===== src/rtl/cmb_pkg.sv =====
package cmb_pkg;
  localparam int GROUPS_DEF      = 4;
  localparam int SRC_PER_GRP_DEF = 8;
  localparam int ADDR_W_DEF      = 4;
  localparam int SYNC_STAGES_DEF = 2;

  localparam logic [3:0] OFS_EN_SET = 4'h0;
  localparam logic [3:0] OFS_EN_CLR = 4'h4;
  localparam logic [3:0] OFS_STATUS = 4'hC;

  typedef enum logic [1:0] {
    RD_NONE   = 2'd0,
    RD_ENABLE = 2'd1,
    RD_STATUS = 2'd2
  } rd_sel_e;

  typedef struct packed {
    logic    wr_set;
    logic    wr_clr;
    rd_sel_e rd_sel;
  } bus_dec_t;
endpackage


===== src/rtl/cmb_rst_sync.sv =====
module cmb_rst_sync #(
  parameter int STAGES = 2
) (
  input  logic clk,
  input  logic arst_n,
  output logic srst_n
);
  logic [STAGES-1:0] sync_q;
  logic [STAGES-1:0] sync_d;

  always_comb begin
    sync_d = {sync_q[STAGES-2:0], 1'b1};
  end

  always_ff @(posedge clk or negedge arst_n) begin
    if (!arst_n) begin
      sync_q <= '0;
    end else begin
      sync_q <= sync_d;
    end
  end

  assign srst_n = sync_q[STAGES-1];
endmodule


===== src/rtl/cmb_bus_decode.sv =====
module cmb_bus_decode
  import cmb_pkg::*;
#(
  parameter int ADDR_W = 4
) (
  input  logic              bus_sel,
  input  logic              bus_wr,
  input  logic [ADDR_W-1:0] bus_addr,
  output bus_dec_t          dec
);
  logic hit_set;
  logic hit_clr;
  logic hit_sts;

  always_comb begin
    hit_set = (bus_addr == ADDR_W'(OFS_EN_SET));
    hit_clr = (bus_addr == ADDR_W'(OFS_EN_CLR));
    hit_sts = (bus_addr == ADDR_W'(OFS_STATUS));
    dec.wr_set = bus_sel && bus_wr && hit_set;
    dec.wr_clr = bus_sel && bus_wr && hit_clr;
    if (bus_sel && !bus_wr && (hit_set || hit_clr)) begin
      dec.rd_sel = RD_ENABLE;
    end else if (bus_sel && !bus_wr && hit_sts) begin
      dec.rd_sel = RD_STATUS;
    end else begin
      dec.rd_sel = RD_NONE;
    end
  end
endmodule


===== src/rtl/cmb_enable_bank.sv =====
module cmb_enable_bank #(
  parameter int DATA_W = 32
) (
  input  logic              clk,
  input  logic              rst_n,
  input  logic              wr_set,
  input  logic              wr_clr,
  input  logic [DATA_W-1:0] wdata,
  output logic [DATA_W-1:0] en_vec
);
  logic [DATA_W-1:0] en_q;
  logic [DATA_W-1:0] en_d;
  logic [DATA_W-1:0] set_mask;
  logic [DATA_W-1:0] clr_mask;
  logic              en_upd;

  always_comb begin
    set_mask = wr_set ? wdata : '0;
    clr_mask = wr_clr ? wdata : '0;
    en_upd   = wr_set || wr_clr;
    // clear wins when both could touch a bit
    en_d     = (en_q | set_mask) & ~clr_mask;
  end

  always_ff @(posedge clk or negedge rst_n) begin
    if (!rst_n) begin
      en_q <= '0;
    end else if (en_upd) begin
      en_q <= en_d;
    end
  end

  assign en_vec = en_q;
endmodule


===== src/rtl/cmb_group_merge.sv =====
module cmb_group_merge #(
  parameter int SRC_W = 8
) (
  input  logic             clk,
  input  logic             rst_n,
  input  logic [SRC_W-1:0] src,
  input  logic [SRC_W-1:0] en,
  output logic [SRC_W-1:0] status,
  output logic             req
);
  logic req_q;
  logic req_d;

  always_comb begin
    status = src & en;
    req_d  = |status;
  end

  always_ff @(posedge clk or negedge rst_n) begin
    if (!rst_n) begin
      req_q <= 1'b0;
    end else begin
      req_q <= req_d;
    end
  end

  assign req = req_q;
endmodule


===== src/rtl/irq_combiner_bank.sv =====
module irq_combiner_bank
  import cmb_pkg::*;
#(
  parameter int GROUPS      = GROUPS_DEF,
  parameter int SRC_PER_GRP = SRC_PER_GRP_DEF,
  parameter int ADDR_W      = ADDR_W_DEF,
  parameter int SYNC_STAGES = SYNC_STAGES_DEF,
  localparam int DATA_W     = GROUPS * SRC_PER_GRP
) (
  input  logic              clk,
  input  logic              rst_n,
  input  logic [DATA_W-1:0] src_in,
  input  logic              bus_sel,
  input  logic              bus_wr,
  input  logic [ADDR_W-1:0] bus_addr,
  input  logic [DATA_W-1:0] bus_wdata,
  output logic [DATA_W-1:0] bus_rdata,
  output logic [GROUPS-1:0] grp_irq
);
  logic              rst_sync_n;
  bus_dec_t          dec;
  logic [DATA_W-1:0] en_vec;
  logic [DATA_W-1:0] status_vec;

  cmb_rst_sync #(.STAGES(SYNC_STAGES)) u_rst_sync (
    .clk    (clk),
    .arst_n (rst_n),
    .srst_n (rst_sync_n)
  );

  cmb_bus_decode #(.ADDR_W(ADDR_W)) u_decode (
    .bus_sel  (bus_sel),
    .bus_wr   (bus_wr),
    .bus_addr (bus_addr),
    .dec      (dec)
  );

  cmb_enable_bank #(.DATA_W(DATA_W)) u_enables (
    .clk    (clk),
    .rst_n  (rst_sync_n),
    .wr_set (dec.wr_set),
    .wr_clr (dec.wr_clr),
    .wdata  (bus_wdata),
    .en_vec (en_vec)
  );

  for (genvar g = 0; g < GROUPS; g++) begin : g_grp
    cmb_group_merge #(.SRC_W(SRC_PER_GRP)) u_merge (
      .clk    (clk),
      .rst_n  (rst_sync_n),
      .src    (src_in[g*SRC_PER_GRP +: SRC_PER_GRP]),
      .en     (en_vec[g*SRC_PER_GRP +: SRC_PER_GRP]),
      .status (status_vec[g*SRC_PER_GRP +: SRC_PER_GRP]),
      .req    (grp_irq[g])
    );
  end

  always_comb begin
    unique case (dec.rd_sel)
      RD_ENABLE: bus_rdata = en_vec;
      RD_STATUS: bus_rdata = status_vec;
      default:   bus_rdata = '0;
    endcase
  end
endmodule


===== config.mk =====
export PLATFORM = sky130hd
export DESIGN_NAME = irq_combiner_bank
export DESIGN_NICKNAME = d
export VERILOG_FILES = /design/src/rtl/cmb_pkg.sv /design/src/rtl/cmb_rst_sync.sv /design/src/rtl/cmb_bus_decode.sv /design/src/rtl/cmb_enable_bank.sv /design/src/rtl/cmb_group_merge.sv /design/src/rtl/irq_combiner_bank.sv
export SDC_FILE = /design/constraint.sdc
export NUM_CORES = 1
export LEC_CHECK = 0
export CORE_AREA = 2 2 69 71
export CTS_CLUSTER_SIZE = 14
export DETAILED_ROUTE_END_ITERATION = 10
export DIE_AREA = 0 0 71 73
export DONT_BUFFER_PORTS = 1
export PLACE_DENSITY = 0.76
export SYNTH_ARGS = -nofsm -noshare
export SYNTH_HDL_FRONTEND = slang
export SYNTH_SLANG_ARGS = --single-unit

===== constraint.sdc =====
create_clock -name clk -period 1.1 [get_ports clk]
set_input_delay 0 -clock clk [delete_from_list [all_inputs] [get_ports clk]]
set_output_delay 0 -clock clk [all_outputs]
set_load 0.02 [all_outputs]

# --- Word-level counts from Yosys, hierarchy flattened ---
# Cells that the tools add are included.
word_totals:
  out_inout_bits: 36
  in_bits: 72
  elab_cells: 36
  ff_bits: 38
op_classes:
  n_bitwise: 7
  eq_ne: 4
  n_reduce_logical: 14
  mux: 5
op_table:
  columns: ["op", "count"]
  rows:
  - ["$mux 32", 2]
  - ["$pmux 32 s2", 1]
  - ["$and 32x32->32", 1]
  - ["$and 8x8->8", 4]
  - ["$not 32->32", 1]
  - ["$or 32x32->32", 1]
  - ["$reduce_or 8->1", 4]
  - ["$logic_and 1x1->1", 6]
  - ["$eq 4x3->1 const B", 1]
  - ["$eq 4x4->1 const B", 1]
  - ["$logic_not 4->1", 1]
  - ["$mux 2", 2]
  - ["$eq 2x1->1 const B", 1]
  - ["$eq 2x2->1 const B", 1]
  - ["$logic_or 1x1->1", 2]
  - ["$logic_not 1->1", 1]

# --- Logic depth before layout (Yosys ltp) ---
# Gate-level depths: netlist of the first run.
logic_depth:
  ltp_word: 7
  depth_mapped: 6
  mapped_depth_nobuf: 3

# --- Cells and area by module ---
# A second synthesis of the first run with hierarchy kept.
unflattened:
  hier_cells: 237
  hier_area_um2: 2172.1
modules_own_cells:
  columns: ["mod", "area_per_inst_um2", "n_inst", "cells_per_inst", "seq_area_each_um2"]
  rows:
  - ["cmb_enable_bank", 1169.9, 1, 102, 800.8]
  - ["irq_combiner_bank", 489.2, 1, 77, 0.0]
  - ["cmb_group_merge", 98.8, 4, 12, 25.0]
  - ["cmb_bus_decode", 63.8, 1, 7, 0.0]
  - ["cmb_rst_sync", 53.8, 1, 3, 50.0]

# --- Worst setup path before layout of the first run ---
# No wires, ideal clock.
synth_timing:
  path_kind: "input-to-output"
  startpoint: "input bus_addr[1]"
  endpoint: "output bus_rdata[0]"
  arrival_time_ps: 904
  stages: 4
  required_ps: 1100
  path_slack_ps: 196
  n_path_buf: 1
  cell_sequence: "nor3b_4 and2b_4 buf_6 and3_1"
synth_between:
  elab_chain_cells: 6
  word_cells_on_any_way: 11
  cone_classes: "eq/ne: 4; mux: 3; reduce/logical: 4"
synth_rtl:
  columns: ["element", "line", "text"]
  rows:
  - ["start: declaration", "irq_combiner_bank.sv:15", "input logic [ADDR_W-1:0] bus_addr,"]
  - ["$eq 4x4->1 (tied with other cells)", "cmb_bus_decode.sv:18", "hit_sts = (bus_addr == ADDR_W'(OFS_STATUS));"]
  - ["$logic_and 1x1->1 or $logic_or 1x1->1 (tied branches)", "cmb_bus_decode.sv:23, cmb_bus_decode.sv:21", null]
  - ["$mux 2 or $logic_and 1x1->1 (tied branches)", "cmb_bus_decode.sv:23, cmb_bus_decode.sv:21", null]
  - ["$mux 2 *", "cmb_bus_decode.sv:21", "if (bus_sel && !bus_wr && (hit_set || hit_clr)) begin"]
  - ["$eq 2x2->1 or $eq 2x1->1 (tied branches)", "irq_combiner_bank.sv:59", "unique case (dec.rd_sel)"]
  - ["$pmux 32 s2 *", "irq_combiner_bank.sv:59", null]
  - ["end: declaration", "irq_combiner_bank.sv:17", "output logic [DATA_W-1:0] bus_rdata,"]
# Mark *: on every way between the ends. The rest lies on a longest branch, timed or not.

# --- Worst setup path after layout of the first run ---
layout_timing:
  startpoint: "input bus_addr[1]"
  endpoint: "output bus_rdata[21]"
# The elaborated chain is that of the path after synthesis.

==> impl_metrics.py, run 1 <==
metrics = {
    "critical_path": {
        "reg2reg_from": "u_enables.en_vec[18]",
        "critPathLaunchType": "input port",
        "slowest_delay_ps": 410,
        "cpLargestDelayFamily": "simple AND/OR/NAND/NOR gates",
        "critPathRequiredTime_ps": 1100,
        "crit_buf_inv": 0,
        "reg2reg_slack_ps": 210,
        "critical_path_arrival_ps": 1030,
        "critPathKind": "input port to primary output",
        "crit_path_end_kind": "primary output",
        "crit_chain": "nor3b_4 > and2b_4 > and3_1",
        "reg2reg_depth": 2,
        "r2r_end": "g_grp[2].u_merge.req",
        "crit_fanout": 32,
        "cpMaxStageDelayCell": "and2b_4",
    },
    "finish": {
        "synthToLayoutAreaGrowth_pct": 29.3,
        "drive_above_1_share_pct": 11.0,
        "fin_nets": 407,
        "most-common-layout-cells": "dlygate4sd3_1 (66), nand2_1 (64), dfrtp_1 (37)",
        "antenna_cells": 0,
        "fin_util_pct": 70.1,
        "layout_commonest_cell": "dlygate4sd3_1",
    },
    "floorplan": {
        "dieArea_mm2": 0.00518,
        "die_w_um": 71,
        "core_mm2": 0.00454,
        "start_util_pct": 54.2,
        "dieHeight_um": 73,
        "pin_count": 108,
        "row_count": 25,
    },
    "synthesis": {
        "synth_cells": 279,
        "netlist_area_mm2": 0.00246,
        "avgSynthCellArea_um2": 8.81,
        "synth_cell_types": 17,
        "synth_nets": 351,
        "yosysSeqAreaShare_pct": 38.7,
        "ys_ff_latch": 38,
        "ys_warn_count": 0,
    },
    "sta": {
        "hold_viol": 0,
        "fin_crit_ps": 1030,
        "fin_crit_sh_pct": 93.6,
        "finalSetupViolations": 0,
        "skew_ps": 6.69,
        "setup_tns_ps": 0,
        "slew_viol_final": 0,
        "rsz0062_at_grt": "false",
        "fmax_mhz": 972,
    },
    "global_routing": {
        "grt_max_degree": 34,
        "grt_overflow": 0,
        "grt_pass1_vias": 2233,
        "track_usage_pct": 26.6,
        "antenna_found_initial": 0,
        "grt_pass1_wl_um": 10800,
    },
    "pwr": {
        "pwr-share-comb_pct": 22.5,
        "ir_drop_v": 0.000962,
        "clockPowerShare_pct": 25.7,
        "p_seq_share_pct": 51.8,
        "p_per_area_mw_per_mm2": 1110,
        "p_int_mw": 2.50,
        "p_sw_mw": 1.03,
        "p_leak_nw": 1.75,
        "p_sw_share_pct": 29.3,
    },
    "drt": {
        "vias": 2156,
        "drcViolationCount": 0,
        "routed_wl_um": 6830,
        "drt-wirelength-per-cell_um": 17.5,
        "dr.pass1.iters": 4,
        "drt_iter0_drc": 96,
        "via_per_inst": 5.53,
        "antenna_left": 0,
    },
    "cts": {
        "cts_buffers": 5,
        "cts_root_buffer": "clkbuf_8",
        "cts.sinks": 38,
        "clockBufferDepth": 2,
        "postCtsResizedCells": 0,
        "clock_latency_ps": 280,
        "htree_levels": 2,
        "clk_pin_slew_ps": 70,
        "cts_tree": "done",
    },
    "hold_path": {
        "hp-start": "bus_addr[2]",
        "hold_path_end": "u_enables.en_vec[22]",
        "hold_path.class": "input port to flip-flop",
        "whs_path_depth": 2,
    },
    "status": {
        "outcome": "finished, final reports clean",
    },
    "flow_run": {
        "maxCapViolations": 0,
    },
    "placed_design": {
        "port_buffers": 0,
        "hpwl_um": 3900,
        "gp_congestion": 0.785,
    },
}
==> Yosys cell counts <==
cell type	n	share of area, %
clkbuf_1	6	0.92
and2b_4	1	0.41
a22oi_1	16	4.9
conb_1	1	0.15
nand3_2	20	8.1
buf_6	8	3.7
and3_1	32	8.1
buf_4	6	1.8
mux2i_1	32	13
dfrtp_1	38	39
nand2_1	64	9.8
buf_2	5	1.0
nand4_1	4	1.0
inv_1	32	4.9
nor3b_4	1	0.76
nand3_1	12	2.4
nor2b_1	1	0.25
==> what timing repair did <==
action / in CTS / in global routing
hold buffers: 67 / 0
hold endpoints to repair: 38 / 0
buffers inserted: 0 / 0
==> worst max-delay path by stage <==
| stage | start | depth (start not counted) | to | slack (ps) |
|---|---|---|---|---|
| 6_report | bus_addr[1] | 3 | bus_rdata[21] | 70 |
| 4_1_cts | bus_addr[1] | 3 | bus_rdata[31] | 110 |
| 2_1_floorplan | bus_addr[1] | 4 | bus_rdata[0] | 200 |
| 3_5_place_dp | bus_addr[1] | 3 | bus_rdata[19] | 110 |
| 5_1_grt | bus_addr[1] | 3 | bus_rdata[21] | 20 |
| 3_3_place_gp | bus_addr[1] | 3 | bus_rdata[19] | 160 |
==> worst reg2reg max path, cell delays in order, from the launching register on <==
cell,delay [ps]
dfrtp_1,390
a22oi_1,240
nand4_1,120
==> kinds of logic after synthesis <==
logic type / after synthesis / share of synthesized area, %
compound gates: 16 / 4.89
buf+inv: 57 / 12.3
flops: 38 / 38.7
mux: 32 / 13.0
other cells: 1 / 0.153
simple gates: 135 / 30.9
==> final cells by class <==
class	instances	area, um^2
fillers	346	1360
multi-input cells	184	1210
flip-flops and latches	38	952
repair buffers	74	746
inverters	32	120
clock buffers	8	80.1
well taps	54	67.6
==> registers in the layout, summed over array words and instances (netlist names) <==
register and flops:
u_rst_sync.sync_q 2, u_enables.en_vec 32, g_grp.u_merge.req 4
==> layer usage <==
metal / wire, um / global-route usage (%) / share of wire [%] / vias up
met1: 2770 / 31.0 / 41 / 1040
met5: 0 / 0 / 0 / -
met3: 330 / 5.80 / 4.8 / 6
met2: 3650 / 49.9 / 53 / 81
li1: - / - / - / 1029
met4: 74 / 6.29 / 1.1 / 0
==> stage by stage <==
| stage | instance area (um^2) | power, mW | hold slack, ps | std cells | setup slack, ps |
|---|---|---|---|---|---|
| final | 3180 | 3.53 | 6.29 | 390 | 70.7 |
| after CTS | 3180 | 3.54 | 4.50 | 390 | 107 |
| after global routing | 3180 | 3.74 | 0.454 | 390 | 18.3 |
| after detailed placement | 2420 | 2.41 | -296 | 315 | 110 |
| after floorplan | 2460 | 2.32 | -296 | 279 | 196 |
| after global placement | 2420 | 2.37 | -296 | 315 | 156 |
==> power groups by stage <==
| stage | logic [mW] | clock network [mW] | registers [mW] |
|---|---|---|---|
| 3_3_place_gp | 0.530 | 0 | 1.84 |
| 6_report | 0.793 | 0.909 | 1.83 |
| 2_1_floorplan | 0.519 | 0 | 1.80 |
| 4_1_cts | 0.783 | 0.936 | 1.82 |
| 5_1_grt | 0.880 | 1.00 | 1.86 |
| 3_5_place_dp | 0.557 | 0 | 1.85 |
Power figures use the tool's default switching activity.
==> run 2: changes to the inputs <==
--- a/config.mk
+++ b/config.mk
@@ -5,10 +5,12 @@
 export SDC_FILE = /design/constraint.sdc
 export NUM_CORES = 1
 export LEC_CHECK = 0
-export CORE_AREA = 2 2 69 71
+export CELL_PAD_IN_SITES_DETAIL_PLACEMENT = 1
+export CELL_PAD_IN_SITES_GLOBAL_PLACEMENT = 1
+export CORE_AREA = 2 2 81 83
 export CTS_CLUSTER_SIZE = 14
 export DETAILED_ROUTE_END_ITERATION = 10
-export DIE_AREA = 0 0 71 73
+export DIE_AREA = 0 0 83 85
 export DONT_BUFFER_PORTS = 1
 export PLACE_DENSITY = 0.76
 export SYNTH_ARGS = -nofsm -noshare
==> run 2 against run 1 <==
Core utilization fell by 18 points. Clock skew up 2.2 ps. Wire length up 16%. Via count up 1.5%. Setup slack better by 35 ps. Total power rose by 3.1%. Cell count increased by 5.1%. Sequential share of layout area decreased by 0.42 points. Register-to-register slack lost 50 ps. Critical path type unchanged. Critical endpoint is now bus_rdata[22].
==> impl_metrics.py, run 2 (same netlist as run 1, synthesis figures left out) <==
metrics = {
    "finish": {
        "most-common-layout-cells": "dlygate4sd3_1 (66), nand2_1 (64), dfrtp_1 (37)",
        "largest_reg_flops": 32,
        "fin_nets": 405,
        "layout_commonest_cell": "dlygate4sd3_1",
        "antenna_cells": 0,
        "drive_above_1_share_pct": 10.8,
        "synthToLayoutAreaGrowth_pct": 31.1,
    },
    "cts": {
        "cts_buffers": 5,
        "cts_hold_buf": 67,
        "cts_root_buffer": "clkbuf_8",
        "htree_levels": 2,
        "postCtsResizedCells": 0,
        "clockBufferDepth": 2,
        "postCtsSetupBuffers": 0,
        "clk_pin_slew_ps": 70,
        "cts_tree": "done",
        "cts.sinks": 38,
        "clock_latency_ps": 290,
    },
    "floorplan": {
        "dieArea_mm2": 0.00706,
        "row_count": 29,
        "die_w_um": 83,
        "start_util_pct": 39.6,
        "dieHeight_um": 85,
        "pin_count": 108,
        "core_mm2": 0.00620,
    },
    "placed_design": {
        "port_buffers": 0,
        "gp_congestion": 0.735,
        "hpwl_um": 4410,
    },
    "critical_path": {
        "critPathKind": "input port to primary output",
        "critPathLaunchType": "input port",
        "reg2reg_from": "u_enables.en_vec[17]",
        "r2r_end": "g_grp[2].u_merge.req",
        "reg2reg_slack_ps": 160,
        "critPathRequiredTime_ps": 1100,
        "critical_path_arrival_ps": 990,
        "crit_fanout": 32,
        "reg2reg_depth": 2,
        "crit_path_end_kind": "primary output",
    },
    "drt": {
        "dr_wl_met2_um": 4390,
        "vias": 2189,
        "routed_wl_um": 7940,
        "drcViolationCount": 0,
        "drt-wirelength-per-cell_um": 19.4,
        "dr.pass1.iters": 4,
        "top_layer": "met4",
        "met1_length_um": 3150,
        "antenna_left": 0,
        "drt_iter0_drc": 63,
        "routed-wl-met3_um": 286,
        "via_per_inst": 5.34,
    },
    "flow_run": {
        "maxCapViolations": 0,
    },
    "global_routing": {
        "antenna_found_initial": 0,
        "grt_overflow": 0,
        "grt_max_degree": 37,
        "grt_pass1_wl_um": 13300,
        "grt_pass1_vias": 2572,
        "track_usage_pct": 23.8,
    },
    "sta": {
        "finalSetupViolations": 0,
        "hold_viol": 0,
        "fin_crit_ps": 994,
        "fmax_mhz": 1010,
        "fin_crit_sh_pct": 90.4,
        "rsz0062_at_grt": "false",
        "setup_tns_ps": 0,
        "skew_ps": 8.85,
        "slew_viol_final": 0,
    },
    "hold_path": {
        "hold_path_end": "u_enables.en_vec[12]",
        "whs_path_depth": 2,
        "hold_path.class": "input port to flip-flop",
        "hp-start": "bus_addr[2]",
    },
    "pwr": {
        "p_leak_nw": 1.76,
        "total_power_mw": 3.64,
        "p_per_area_mw_per_mm2": 1130,
        "ir_drop_v": 0.000594,
    },
    "status": {
        "outcome": "finished, final reports clean",
    },
}
==> run 2: per-layer routing <==
layer  up-vias  track usage (%)
met4         0             5.66
li1       1030                -
met2        71             45.6
met5         -                0
met3        10             3.79
met1      1078             27.9
==> run 2: how the worst max path moves through the flow <==
stage,end,start,cells after the start
final,bus_rdata[22],bus_addr[1],3
after global routing,bus_rdata[22],bus_addr[1],3
after floorplan,bus_rdata[0],bus_addr[1],4
after global placement,u_enables.en_vec[29],bus_addr[1],4
after detailed placement,u_enables.en_vec[30],bus_addr[1],4
after CTS,bus_rdata[31],u_enables.en_vec[31],1
==> run 2: power by group <==
part / switching [mW] / internal [mW]
Sequential: 0.215 / 1.64
Clock: 0.481 / 0.498
Combinational: 0.396 / 0.416
Total: 1.09 / 2.55
==> run 2: final cells by class <==
type / count / area, um^2
Clock buffer: 7 / 86.3
Fill cell: 704 / 2980
Inverter: 32 / 120
Multi-Input combinational cell: 184 / 1210
Sequential cell: 38 / 952
Tap cell: 77 / 96.3
Timing Repair Buffer: 72 / 756
==> run 2: worst max-delay path, stage by stage <==
cell	delay, ps
nor3b_4	210
and2b_4	410
and3_1	360
==> run 2: through the flow <==
stage	cell area (um^2)	hold WS, ps	worst slack, ps	std cells	utilization (%)
6_report	3220	15.5	106	410	51.9
4_1_cts	3220	3.29	116	410	51.9
2_1_floorplan	2460	-296	196	279	-
3_3_place_gp	2460	-296	168	336	39.6
5_1_grt	3220	19.9	19.8	410	51.9
3_5_place_dp	2460	-296	117	336	39.6
